<file path="config.mk">
export PLATFORM = sky130hd
export DESIGN_NAME = pcm_serial_port
export DESIGN_NICKNAME = d
export VERILOG_FILES = /design/src/rtl/pcm_port_pkg.sv /design/src/rtl/pcm_edge_det.sv /design/src/rtl/pcm_fs_detect.sv /design/src/rtl/pcm_tx_shifter.sv /design/src/rtl/pcm_rx_shifter.sv /design/src/rtl/pcm_serial_port.sv
export SDC_FILE = /design/constraint.sdc
export NUM_CORES = 1
export LEC_CHECK = 0
export BUFFER_PORTS_ARGS = -buffer_cell sky130_fd_sc_hd__buf_2
export CORE_MARGIN = 2
export CORE_UTILIZATION = 35
export CTS_CLUSTER_SIZE = 24
export DETAILED_ROUTE_END_ITERATION = 8
export HOLD_SLACK_MARGIN = 0.05
export PLACE_DENSITY = 0.63
export REMOVE_ABC_BUFFERS = 1
export SETUP_SLACK_MARGIN = 0.15
export SLEW_MARGIN = 40
export SYNTH_ARGS = -nofsm -noshare
export SYNTH_HDL_FRONTEND = slang
export SYNTH_SLANG_ARGS = --single-unit
</file>
<file path="constraint.sdc">
create_clock -name clk_i -period 2.4 [get_ports clk_i]
set_input_delay 0.36 -clock clk_i [delete_from_list [all_inputs] [get_ports clk_i]]
set_output_delay 0.36 -clock clk_i [all_outputs]
set_load 0.02 [all_outputs]
</file>
<file path="src/rtl/pcm_port_pkg.sv">
package pcm_port_pkg;
  localparam int PCM_WORD_W = 8;
  localparam int FS_LONG_MIN = 3;
  // edge detector lanes
  localparam int EDG_TX_BCLK = 0;
  localparam int EDG_TX_FS   = 1;
  localparam int EDG_RX_BCLK = 2;
  localparam int EDG_RX_FS   = 3;
  localparam int EDG_N       = 4;
endpackage

</file>
<file path="src/rtl/pcm_edge_det.sv">
module pcm_edge_det #(
  parameter int N = 4
) (
  input  logic         clk_i,
  input  logic         rst_ni,
  input  logic [N-1:0] sig_i,
  output logic [N-1:0] rise_o,
  output logic [N-1:0] fall_o
);
  logic [N-1:0] sig_q;

  always_ff @(posedge clk_i or negedge rst_ni) begin
    if (!rst_ni) sig_q <= '0;
    else         sig_q <= sig_i;
  end

  for (genvar g = 0; g < N; g++) begin : g_lane
    assign rise_o[g] =  sig_i[g] & ~sig_q[g];
    assign fall_o[g] = ~sig_i[g] &  sig_q[g];
  end
endmodule

</file>
<file path="src/rtl/pcm_fs_detect.sv">
module pcm_fs_detect #(
  parameter int LONG_MIN = 3
) (
  input  logic clk_i,
  input  logic rst_ni,
  input  logic fs_i,
  input  logic fs_rise_i,
  input  logic fs_fall_i,
  input  logic bclk_fall_i,
  output logic long_mode_o,
  output logic fs_err_o
);
  localparam int CW = $clog2(LONG_MIN + 1);
  localparam logic [CW-1:0] SAT = CW'(LONG_MIN);

  logic [CW-1:0] cnt_q;

  always_ff @(posedge clk_i or negedge rst_ni) begin
    if (!rst_ni) begin
      cnt_q       <= '0;
      long_mode_o <= 1'b0;
      fs_err_o    <= 1'b0;
    end else begin
      if (fs_rise_i) begin
        cnt_q <= '0;
      end else if (bclk_fall_i && fs_i && cnt_q != SAT) begin
        cnt_q <= cnt_q + 1'b1;
      end
      // decide on sync fall; a pulse with no falling edge leaves mode alone
      if (fs_fall_i && cnt_q != '0) begin
        long_mode_o <= (cnt_q == SAT);
        fs_err_o    <= (cnt_q == CW'(2));
      end
    end
  end

  AST_MODE_HOLD: assert property (@(posedge clk_i) disable iff (!rst_ni)
    !fs_fall_i |=> $stable(long_mode_o));
  AST_ERR_SHORT: assert property (@(posedge clk_i) disable iff (!rst_ni)
    fs_err_o |-> !long_mode_o);
endmodule

</file>
<file path="src/rtl/pcm_tx_shifter.sv">
module pcm_tx_shifter #(
  parameter int WORD_W = 8
) (
  input  logic              clk_i,
  input  logic              rst_ni,
  input  logic              long_mode_i,
  input  logic              fs_i,
  input  logic              bclk_i,
  input  logic              bclk_rise_i,
  input  logic              bclk_fall_i,
  input  logic              load_i,
  input  logic [WORD_W-1:0] word_i,
  output logic              data_o,
  output logic              oe_o,
  output logic              slot_no
);
  localparam int BW = $clog2(WORD_W + 1);
  localparam logic [BW-1:0] LAST = BW'(WORD_W);

  logic [WORD_W-1:0] buf_q, sr_q;
  logic [BW-1:0]     bit_q;
  logic              active_q, armed_q, fs_seen_q;
  logic              start_short, start_long;

  assign start_short = armed_q && bclk_rise_i && !long_mode_i && !active_q;
  assign start_long  = long_mode_i && fs_i && bclk_i && !fs_seen_q && !active_q;
  assign slot_no     = ~active_q;

  always_ff @(posedge clk_i or negedge rst_ni) begin
    if (!rst_ni) buf_q <= '0;
    else if (load_i) buf_q <= word_i;
  end

  always_ff @(posedge clk_i or negedge rst_ni) begin
    if (!rst_ni) begin
      sr_q      <= '0;
      bit_q     <= '0;
      active_q  <= 1'b0;
      armed_q   <= 1'b0;
      fs_seen_q <= 1'b0;
      oe_o      <= 1'b0;
      data_o    <= 1'b0;
    end else begin
      if (!fs_i) fs_seen_q <= 1'b0;
      if (long_mode_i) armed_q <= 1'b0;
      else if (bclk_fall_i && fs_i && !active_q) armed_q <= 1'b1;

      if (start_short || start_long) begin
        data_o    <= buf_q[WORD_W-1];
        sr_q      <= buf_q << 1;
        bit_q     <= BW'(1);
        active_q  <= 1'b1;
        oe_o      <= 1'b1;
        armed_q   <= 1'b0;
        fs_seen_q <= start_long;
      end else if (active_q) begin
        if (bclk_rise_i && bit_q != LAST) begin
          data_o <= sr_q[WORD_W-1];
          sr_q   <= sr_q << 1;
          bit_q  <= bit_q + 1'b1;
        end else if (bclk_fall_i && bit_q == LAST) begin
          active_q <= 1'b0;
          // long mode: enable held until sync drops
          oe_o     <= long_mode_i && fs_i;
        end
      end else if (oe_o && !fs_i) begin
        oe_o <= 1'b0;
      end
    end
  end

  AST_SLOT_OE: assert property (@(posedge clk_i) disable iff (!rst_ni)
    !slot_no |-> oe_o);
  AST_DATA_HOLD: assert property (@(posedge clk_i) disable iff (!rst_ni)
    (oe_o && !bclk_rise_i) |=> $stable(data_o));
endmodule

</file>
<file path="src/rtl/pcm_rx_shifter.sv">
module pcm_rx_shifter #(
  parameter int WORD_W = 8
) (
  input  logic              clk_i,
  input  logic              rst_ni,
  input  logic              long_mode_i,
  input  logic              fs_i,
  input  logic              fs_rise_i,
  input  logic              bclk_fall_i,
  input  logic              data_i,
  output logic [WORD_W-1:0] word_o,
  output logic              valid_o
);
  localparam int CW = $clog2(WORD_W);
  localparam logic [CW-1:0] LAST = CW'(WORD_W - 1);

  logic [WORD_W-1:0] sr_q;
  logic [CW-1:0]     cnt_q;
  logic              act_q, start;

  assign start = long_mode_i ? fs_rise_i : (bclk_fall_i && fs_i);

  always_ff @(posedge clk_i or negedge rst_ni) begin
    if (!rst_ni) begin
      sr_q    <= '0;
      cnt_q   <= '0;
      act_q   <= 1'b0;
      word_o  <= '0;
      valid_o <= 1'b0;
    end else begin
      valid_o <= 1'b0;
      if (start) begin
        act_q <= 1'b1;
        cnt_q <= '0;
      end else if (act_q && bclk_fall_i) begin
        sr_q <= {sr_q[WORD_W-2:0], data_i};
        if (cnt_q == LAST) begin
          word_o  <= {sr_q[WORD_W-2:0], data_i};
          valid_o <= 1'b1;
          act_q   <= 1'b0;
        end else begin
          cnt_q <= cnt_q + 1'b1;
        end
      end
    end
  end

  AST_VALID_PULSE: assert property (@(posedge clk_i) disable iff (!rst_ni)
    valid_o |=> !valid_o);
  AST_WORD_ON_VALID: assert property (@(posedge clk_i) disable iff (!rst_ni)
    !valid_o |-> $stable(word_o));
endmodule

</file>
<file path="src/rtl/pcm_serial_port.sv">
module pcm_serial_port
  import pcm_port_pkg::*;
#(
  parameter int WORD_W   = PCM_WORD_W,
  parameter int LONG_MIN = FS_LONG_MIN
) (
  input  logic              clk_i,
  input  logic              rst_ni,
  input  logic              sync_mode_i,
  input  logic              tx_bclk_i,
  input  logic              tx_fs_i,
  input  logic              tx_load_i,
  input  logic [WORD_W-1:0] tx_word_i,
  output logic              tx_data_o,
  output logic              tx_oe_o,
  output logic              tx_slot_no,
  output logic              long_mode_o,
  output logic              fs_err_o,
  input  logic              rx_bclk_i,
  input  logic              rx_fs_i,
  input  logic              rx_data_i,
  output logic [WORD_W-1:0] rx_word_o,
  output logic              rx_valid_o
);
  logic [EDG_N-1:0] lvl, rise, fall;
  logic             rx_bclk_sel;
  logic             unused_edges;

  assign rx_bclk_sel = sync_mode_i ? tx_bclk_i : rx_bclk_i;
  assign lvl[EDG_TX_BCLK] = tx_bclk_i;
  assign lvl[EDG_TX_FS]   = tx_fs_i;
  assign lvl[EDG_RX_BCLK] = rx_bclk_sel;
  assign lvl[EDG_RX_FS]   = rx_fs_i;
  assign unused_edges = ^{rise[EDG_RX_BCLK], fall[EDG_RX_FS]};

  pcm_edge_det #(.N(EDG_N)) u_edge (
    .clk_i (clk_i), .rst_ni (rst_ni),
    .sig_i (lvl), .rise_o (rise), .fall_o (fall)
  );

  pcm_fs_detect #(.LONG_MIN(LONG_MIN)) u_fsdet (
    .clk_i       (clk_i),
    .rst_ni      (rst_ni),
    .fs_i        (tx_fs_i),
    .fs_rise_i   (rise[EDG_TX_FS]),
    .fs_fall_i   (fall[EDG_TX_FS]),
    .bclk_fall_i (fall[EDG_TX_BCLK]),
    .long_mode_o (long_mode_o),
    .fs_err_o    (fs_err_o)
  );

  pcm_tx_shifter #(.WORD_W(WORD_W)) u_tx (
    .clk_i       (clk_i),
    .rst_ni      (rst_ni),
    .long_mode_i (long_mode_o),
    .fs_i        (tx_fs_i),
    .bclk_i      (tx_bclk_i),
    .bclk_rise_i (rise[EDG_TX_BCLK]),
    .bclk_fall_i (fall[EDG_TX_BCLK]),
    .load_i      (tx_load_i),
    .word_i      (tx_word_i),
    .data_o      (tx_data_o),
    .oe_o        (tx_oe_o),
    .slot_no     (tx_slot_no)
  );

  pcm_rx_shifter #(.WORD_W(WORD_W)) u_rx (
    .clk_i       (clk_i),
    .rst_ni      (rst_ni),
    .long_mode_i (long_mode_o),
    .fs_i        (rx_fs_i),
    .fs_rise_i   (rise[EDG_RX_FS]),
    .bclk_fall_i (fall[EDG_RX_BCLK]),
    .data_i      (rx_data_i),
    .word_o      (rx_word_o),
    .valid_o     (rx_valid_o)
  );

  AST_RX_QUIET_RESET: assert property (@(posedge clk_i) disable iff (!rst_ni)
    $rose(rst_ni) |-> !rx_valid_o);
endmodule

</file>
==> results of run 1 <==
[worst min path at each step]
stage / start / to / cells past startpoint
global route: rx_fs_i / u_edge.sig_q[3]$_DFF_PN0_ / 1
detailed placement: u_tx.fs_seen_q$_DFFE_PN0P_ / u_tx.fs_seen_q$_DFFE_PN0P_ / 2
CTS: rst_ni / u_rx.word_o[5]$_DFFE_PN0P_ / 2
global placement: u_fsdet.fs_err_o$_DFFE_PN0P_ / u_fsdet.fs_err_o$_DFFE_PN0P_ / 1
floorplan: rst_ni / u_edge.sig_q[0]$_DFF_PN0_ / 0
finish: rst_ni / u_rx.sr_q[0]$_DFFE_PN0P_ / 2
[sequential cells by signal, indices dropped and copies added (netlist names)]
name / flops
u_tx.fs_seen_q: 1
u_rx.word_o: 8
u_tx.armed_q: 1
u_rx.sr_q: 7
u_tx.bit_q: 4
u_fsdet.cnt_q: 2
u_rx.valid_o: 1
u_fsdet.fs_err_o: 1
u_tx.sr_q: 7
u_edge.sig_q: 4
u_rx.cnt_q: 3
u_rx.act_q: 1
u_tx.oe_o: 1
u_tx.buf_q: 8
u_tx.data_o: 1
u_tx.active_q: 1
u_fsdet.long_mode_o: 1
[metrics by stage]
stage,utilization,cells,instance area (um^2),setup slack (ns)
global placement,0.4011,283,2561,0.4829
finish,0.4158,291,2655,0.5738
CTS,0.4158,291,2655,0.5385
floorplan,-,173,2292,0.6491
global route,0.4158,291,2655,0.4688
detailed placement,0.4011,283,2561,0.4425
[layout by cell type, fill, tap and decap left out, types with 2 or more instances in the layout]
cell and instances:
nand2b_1 3, o21ai_0 5, a21oi_1 6, a31oi_1 4
nand4_1 2, nor2_1 8, xnor2_1 2, a21boi_0 2
buf_4 3, inv_1 10, dfrtp_1 52, nand2_1 7
mux2_2 24, nand3b_1 3, inv_6 2, mux2i_1 6
clkbuf_8 5, ha_1 7, nand3_1 7, mux2_4 8
buf_2 30, xor2_1 2
[final cells by class]
cell class,count,area [um^2]
fill,636,3731
sequential,52,1301
multi-input combinational,111,953.4
timing repair buffer,33,172.7
tap,77,96.34
clock buffer,5,68.82
inverter,10,37.54
clock inverter,3,25.02
[cell families (layout without fill, tap and decap cells)]
kind of cell    Yosys count  count (layout)  synth area share
mux                      39              39            0.2030
flops                    52              52            0.5585
buf+inv                  16              51           0.03222
simple gates             40              40           0.09883
fa+ha+maj                 7               7           0.03759
xor+xnor                  4               4           0.01504
compound gates           21              21           0.05478
[synth_stat cells, drive strengths merged (2+ instances only)]
master | count | area, um^2
nor2 | 8 | 30.03
nand3b | 3 | 22.52
nand4 | 3 | 33.78
a21oi | 6 | 30.03
a31oi | 4 | 25.02
and2 | 2 | 15.02
o21ai | 5 | 25.02
nand3 | 7 | 35.03
mux2 | 32 | 390.4
ha | 7 | 87.58
xor2 | 2 | 17.52
nand2 | 7 | 26.28
mux2i | 7 | 82.58
buf | 2 | 22.52
xnor2 | 2 | 17.52
a21boi | 2 | 15.01
clkbuf | 4 | 15.01
dfrtp | 52 | 1301
inv | 10 | 37.54
nand2b | 3 | 18.77
[worst max-delay path, cell delays in order, from the launching register on]
cell	delay, ns
dfrtp_1	0.50
a21bo_2	0.21
nand4_4	0.19
or2_1	0.46
mux2_4	0.37
[power by group through the flow]
stage,combinational [W],sequential (W),clock (W)
floorplan,0.000415,0.00129,0
global placement,0.000585,0.00129,0
detailed placement,0.000602,0.00129,0
CTS,0.000604,0.00128,0.000545
global route,0.000665,0.00131,0.000585
finish,0.000592,0.00127,0.000515
[per-layer routing]
layer | wire length, um | up-vias
li1 | - | 688
met1 | 1809 | 695
met2 | 1766 | 20
met3 | 166 | 4
met4 | 23 | 2
met5 | 11 | -
==> results by group, run 1 <==
Power
  • Clock power share: 0.217
  • Switching Fraction: 0.3077
  • Cell Int Power: 0.001647 W
  • Lkg Pwr: 1.309 nW
  • Worst vdd ir: 0.4464 mV
  • Sequential Power Share: 0.534
  • Logic pwr share: 0.249
  • Total power: 0.002378 W
  • Switching pwr: 0.0007318 W
  • PwrDens: 895.8 mW/mm^2

Clocking
  • Cts bufs inserted: 5
  • Clk buf depth: 2
  • # Post-CTS Setup Buffers: 0
  • Post_cts resized: 0
  • Root Driver: clkbuf_8
  • CTS clk-pin slew, worst paths: 0.10 ns
  • H-tree depth: 2
  • Worst-Skew Late Latency: 0.30 ns
  • Post-CTS Hold Fix Bufs: 0
  • Clk sink count: 52
  • TritonCTS clock tree: built

Yosys
  • Synth async-reset ratio: 1.000
  • Sequential area share after synthesis: 0.5585
  • Post-synthesis cell count: 179
  • Netlist cell types: 35
  • Synth Cell Area: 0.002330 mm^2
  • Number of synthesized flops with an enable pin: 0
  • Yosys Warn Count: 0
  • Prevailing post-synth register cell: dfrtp_1
  • Avg Synthesized Cell Area: 13.02 um^2
  • Synth Register Bits: 52

Setup path
  • R2R Setup Slk: 0.57 ns
  • Critical Path Start Type: flip-flop
  • Class of the most critical setup path: flip-flop to flip-flop
  • Worst Path Arrival: 2.02 ns
  • Register-to-Register Path Depth: 4
  • Critical Path Fanout Max: 9
  • Worst endpoint required time: 2.60 ns
  • Reg2reg end: u_rx.word_o[6]$_DFFE_PN0P_
  • Worst setup path end: u_rx.word_o[6]$_DFFE_PN0P_
  • Crit. End Element: flip-flop
  • CP startpoint: u_fsdet.long_mode_o$_DFFE_PN0P_
  • Reg-to-reg startpoint: u_fsdet.long_mode_o$_DFFE_PN0P_

Drt
  • DRT iter0 DRCs: 78
  • Total number of vias: 1409
  • Antenna Nets Post-Route: 0
  • Total routed wirelength: 3775 um
  • DRC viols: 0
  • Via density: 4.842
  • DR WL/cell: 12.97 um
  • DR pass1 iterations: 4

Timing
  • Period minus WS final: 1.826 ns
  • Setup Viol. Count Final: 0
  • Fin. Hold Viols: 0
  • Hold WS: 0.1612 ns
  • Fin crit share: 0.7609
  • Worst rel slew slack: 0.5676
  • Final Max Slew Viols: 0
  • FMAX: 547.6 MHz
  • RSZ-0062 raised after global routing: no
  • Actual slew at the worst max-slew pin: 0.6487 ns
  • Worst Skew: 0.009683 ns
  • Final TNS setup: 0 ns

GRT
  • GRT Max-Usage Layer: met2
  • Antenna violations before repair: 1
  • Met2 Resource Use GR: 0.1754
  • Grt met3 use: 0.04042
  • Vias in the first global route: 1418
  • Met1 global-route usage: 0.1503
  • First-pass GRT wire length: 6589 um
  • Largest net degree at the start of global routing: 53
  • GRT Overall Usage: 0.1134
  • Grt total ovfl: 0

Run status
  • Status: finished, final reports clean

Final layout
  • Fraction of layout cells with a size suffix above 1: 0.3598
  • Final #Nets: 237
  • Layout area overhead: 13.96%
  • Diode count: 0

Floorplan
  • Core area: 0.006386 mm^2
  • I/O Pins: 31
  • Die ar.: 0.007325 mm^2
  • Initial Utilization: 0.3648
  • Chip width: 85.59 um
  • # rows: 29
  • Die Ht: 85.59 um

Placed design
  • Number of port buffers: 30
  • Dpl hpwl: 2643 um
  • GP Congestion: 0.7405

Hold path
  • Min-Delay Path Class: input pin to async pin

Job
  • Number of maximum-capacitance violations: 0
No activity file was read; power rests on OpenSTA's default activity.
==> inputs of run 2 (changes only) <==
- PLACE_DENSITY: 0.63 -> 0.65
- clock period: 2.4 -> 1.6 ns (I/O delays scaled with it)
==> results by group, run 2 (synthesis gave the netlist of run 1 again) <==
Final layout
  • Non-filler cells, final: 317 (+8.9%)
  • Layout area overhead: 30.61%
  • Final #Nets: 263 (+11%)
  • Diode count: 0 (unchanged)
  • Register area: 0.001301 mm^2 (unchanged)
  • Multi-input gate area: 0.001045 mm^2 (+9.6%)
  • Commonest cells after routing, fill and taps aside: dfrtp_1 (52), buf_2 (29), mux2_2 (20)
  • Commonest non-fill, non-tap cell in the layout: dfrtp_1
  • Fraction of layout cells with a size suffix above 1: 0.4875 (+0.1277)
  • Filler cell count: 598 (-6.0%)
  • Cell area after layout: 0.003043 mm^2 (+15%)
  • Top flop regs: u_rx.word_o: 8 flops, u_tx.buf_q: 8 flops

Setup path
  • Critical Path Start Type: flip-flop
  • Critical Path Fanout Max: 5 (-4)
  • R2R Setup Slk: 0.004 ns (-0.57 ns)
  • Worst endpoint required time: 1.79 ns (-0.81 ns)
  • Class of the most critical setup path: flip-flop to flip-flop
  • Crit. End Element: flip-flop
  • Worst Path Arrival: 1.79 ns (-0.23 ns)

Clocking
  • Cts bufs inserted: 5 (unchanged)
  • Clk buf depth: 2 (unchanged)
  • Root Driver: clkbuf_8
  • TritonCTS clock tree: built
  • Clk sink count: 52 (unchanged)
  • Worst-Skew Late Latency: 0.31 ns (about the same)
  • H-tree depth: 2 (unchanged)
  • CTS clk-pin slew, worst paths: 0.09 ns (about the same)

Floorplan
  • I/O Pins: 31 (unchanged)
  • Initial Utilization: 0.3648 (unchanged)
  • Core area: 0.006386 mm^2 (unchanged)
  • Die Ht: 85.59 um (unchanged)
  • Die ar.: 0.007325 mm^2 (unchanged)
  • Chip width: 85.59 um (unchanged)
  • # rows: 29 (unchanged)

GRT
  • GRT Overall Usage: 0.1294 (+0.01594)
  • Vias in the first global route: 1568 (+11%)
  • First-pass GRT wire length: 7527 um (+14%)
  • Grt total ovfl: 0 (unchanged)
  • Antenna violations before repair: 0 (-1)
  • Largest net degree at the start of global routing: 53 (unchanged)

Job
  • Number of maximum-capacitance violations: 0 (unchanged)

Timing
  • Setup Viol. Count Final: 0 (unchanged)
  • Period minus WS final: 1.596 ns (-0.2304 ns)
  • Final TNS setup: 0 ns (unchanged)
  • Final Max Slew Viols: 0 (unchanged)
  • Fin crit share: 0.9974 (+0.2365)
  • Hold WS: 0.05960 ns (-0.1016 ns)
  • Worst rel slew slack: 0.8101 (+0.2425)
  • RSZ-0062 raised after global routing: yes
  • FMAX: 626.7 MHz (+14%)
  • Fin. Hold Viols: 0 (unchanged)
  • Worst Skew: 0.008038 ns (-0.001645 ns)
  • Actual slew at the worst max-slew pin: 0.2848 ns (-0.3638 ns)

Drt
  • DR WL/cell: 13.90 um (+7.1%)
  • Total number of vias: 1524 (+8.2%)
  • DRC viols: 0 (unchanged)
  • DR pass1 iterations: 3 (-1)
  • DRT iter0 DRCs: 39 (-50%)
  • Total routed wirelength: 4406 um (+17%)
  • Antenna Nets Post-Route: 0 (unchanged)
  • Via density: 4.808 (-0.71%)

Hold path
  • Min-Delay Path Class: input pin to flip-flop

Placed design
  • Dpl hpwl: 2925 um (+11%)
  • Placed Instances: 299 (+5.7%)
  • Number of port buffers: 30 (unchanged)
  • Placed cell area: 0.002706 mm^2 (+5.7%)
  • GP Congestion: 0.7346 (-0.80%)

Run status
  • Status: finished, final reports clean

Power
  • PwrDens: 1321 mW/mm^2 (+47%)
  • Lkg Pwr: 1.489 nW (+14%)
  • Worst vdd ir: 0.7727 mV (+73%)
## run 2: cell types whose count changed in the layout (fill, tap and decap cells not counted), moves of 3 or more
cell	before	now
buf_4	3	16
buf_6	0	10
ha_1	7	4
mux2_2	24	20
mux2_4	8	12
nor2_1	8	5
## run 2: stage by stage
step           worst slack (ns)  total power (W)  utilization
6_report               0.004224         0.004020       0.4765
5_1_grt                -0.04739         0.004290       0.4765
4_1_cts                 0.05838         0.003946       0.4569
3_5_place_dp            0.01762         0.002951       0.4238
3_3_place_gp            0.03861         0.002905       0.4238
2_1_floorplan           -0.1509         0.002564            -
## run 2: power breakdown
part | total, W | switching, W | internal (W)
Clock | 0.000893 | 0.000429 | 0.000465
Sequential | 0.00191 | 0.000238 | 0.00167
Combinational | 0.00122 | 0.000521 | 0.000696
## run 2: metal layers
metal / GRT usage / part of all wire / vias to the layer above
met2: 0.2067 / 0.50 / 19
met1: 0.1739 / 0.46 / 759
met4: 0.04762 / 0.012 / 0
met5: 0 / 0 / -
met3: 0.02791 / 0.030 / 5
li1: - / - / 741
## run 2: path summary, 6_finish.rpt
check,to,from,cells past startpoint
min in group asynchronous,u_rx.word_o[5]$_DFFE_PN0P_,rst_ni,3
max reg2reg,u_rx.word_o[5]$_DFFE_PN0P_,u_fsdet.long_mode_o$_DFFE_PN0P_,6
min reg2reg,u_rx.word_o[7]$_DFFE_PN0P_,u_rx.sr_q[6]$_DFFE_PN0P_,1
max,u_rx.word_o[5]$_DFFE_PN0P_,u_fsdet.long_mode_o$_DFFE_PN0P_,6
min,u_edge.sig_q[3]$_DFF_PN0_,rx_fs_i,1
max in group asynchronous,u_rx.word_o[3]$_DFFE_PN0P_,rst_ni,3
## run 2: worst max-delay path: stages (launching register included)
cell and delay (ns):
dfrtp_1 0.38, buf_4 0.13, a21bo_2 0.15, nand4_4 0.10
or2_4 0.28, buf_12 0.15, mux2_4 0.29
## run 2: repair_timing
action                     4_1_cts  5_1_grt
cloned                           1        0
pin swaps                        5        7
setup buffers                    4        4
hold endpoints to repair        52        0
resized for setup               12       26
hold buffers                     1        0
setup endpoints to repair       17       30
## run 2: area by class of cell
type,instances,area share
flip-flops and latches,52,0.4276
multi-input cells,111,0.3433
repair buffers,59,0.1497
well taps,77,0.03166
clock buffers,6,0.02385
inverters,10,0.01234
clock inverters,2,0.01151
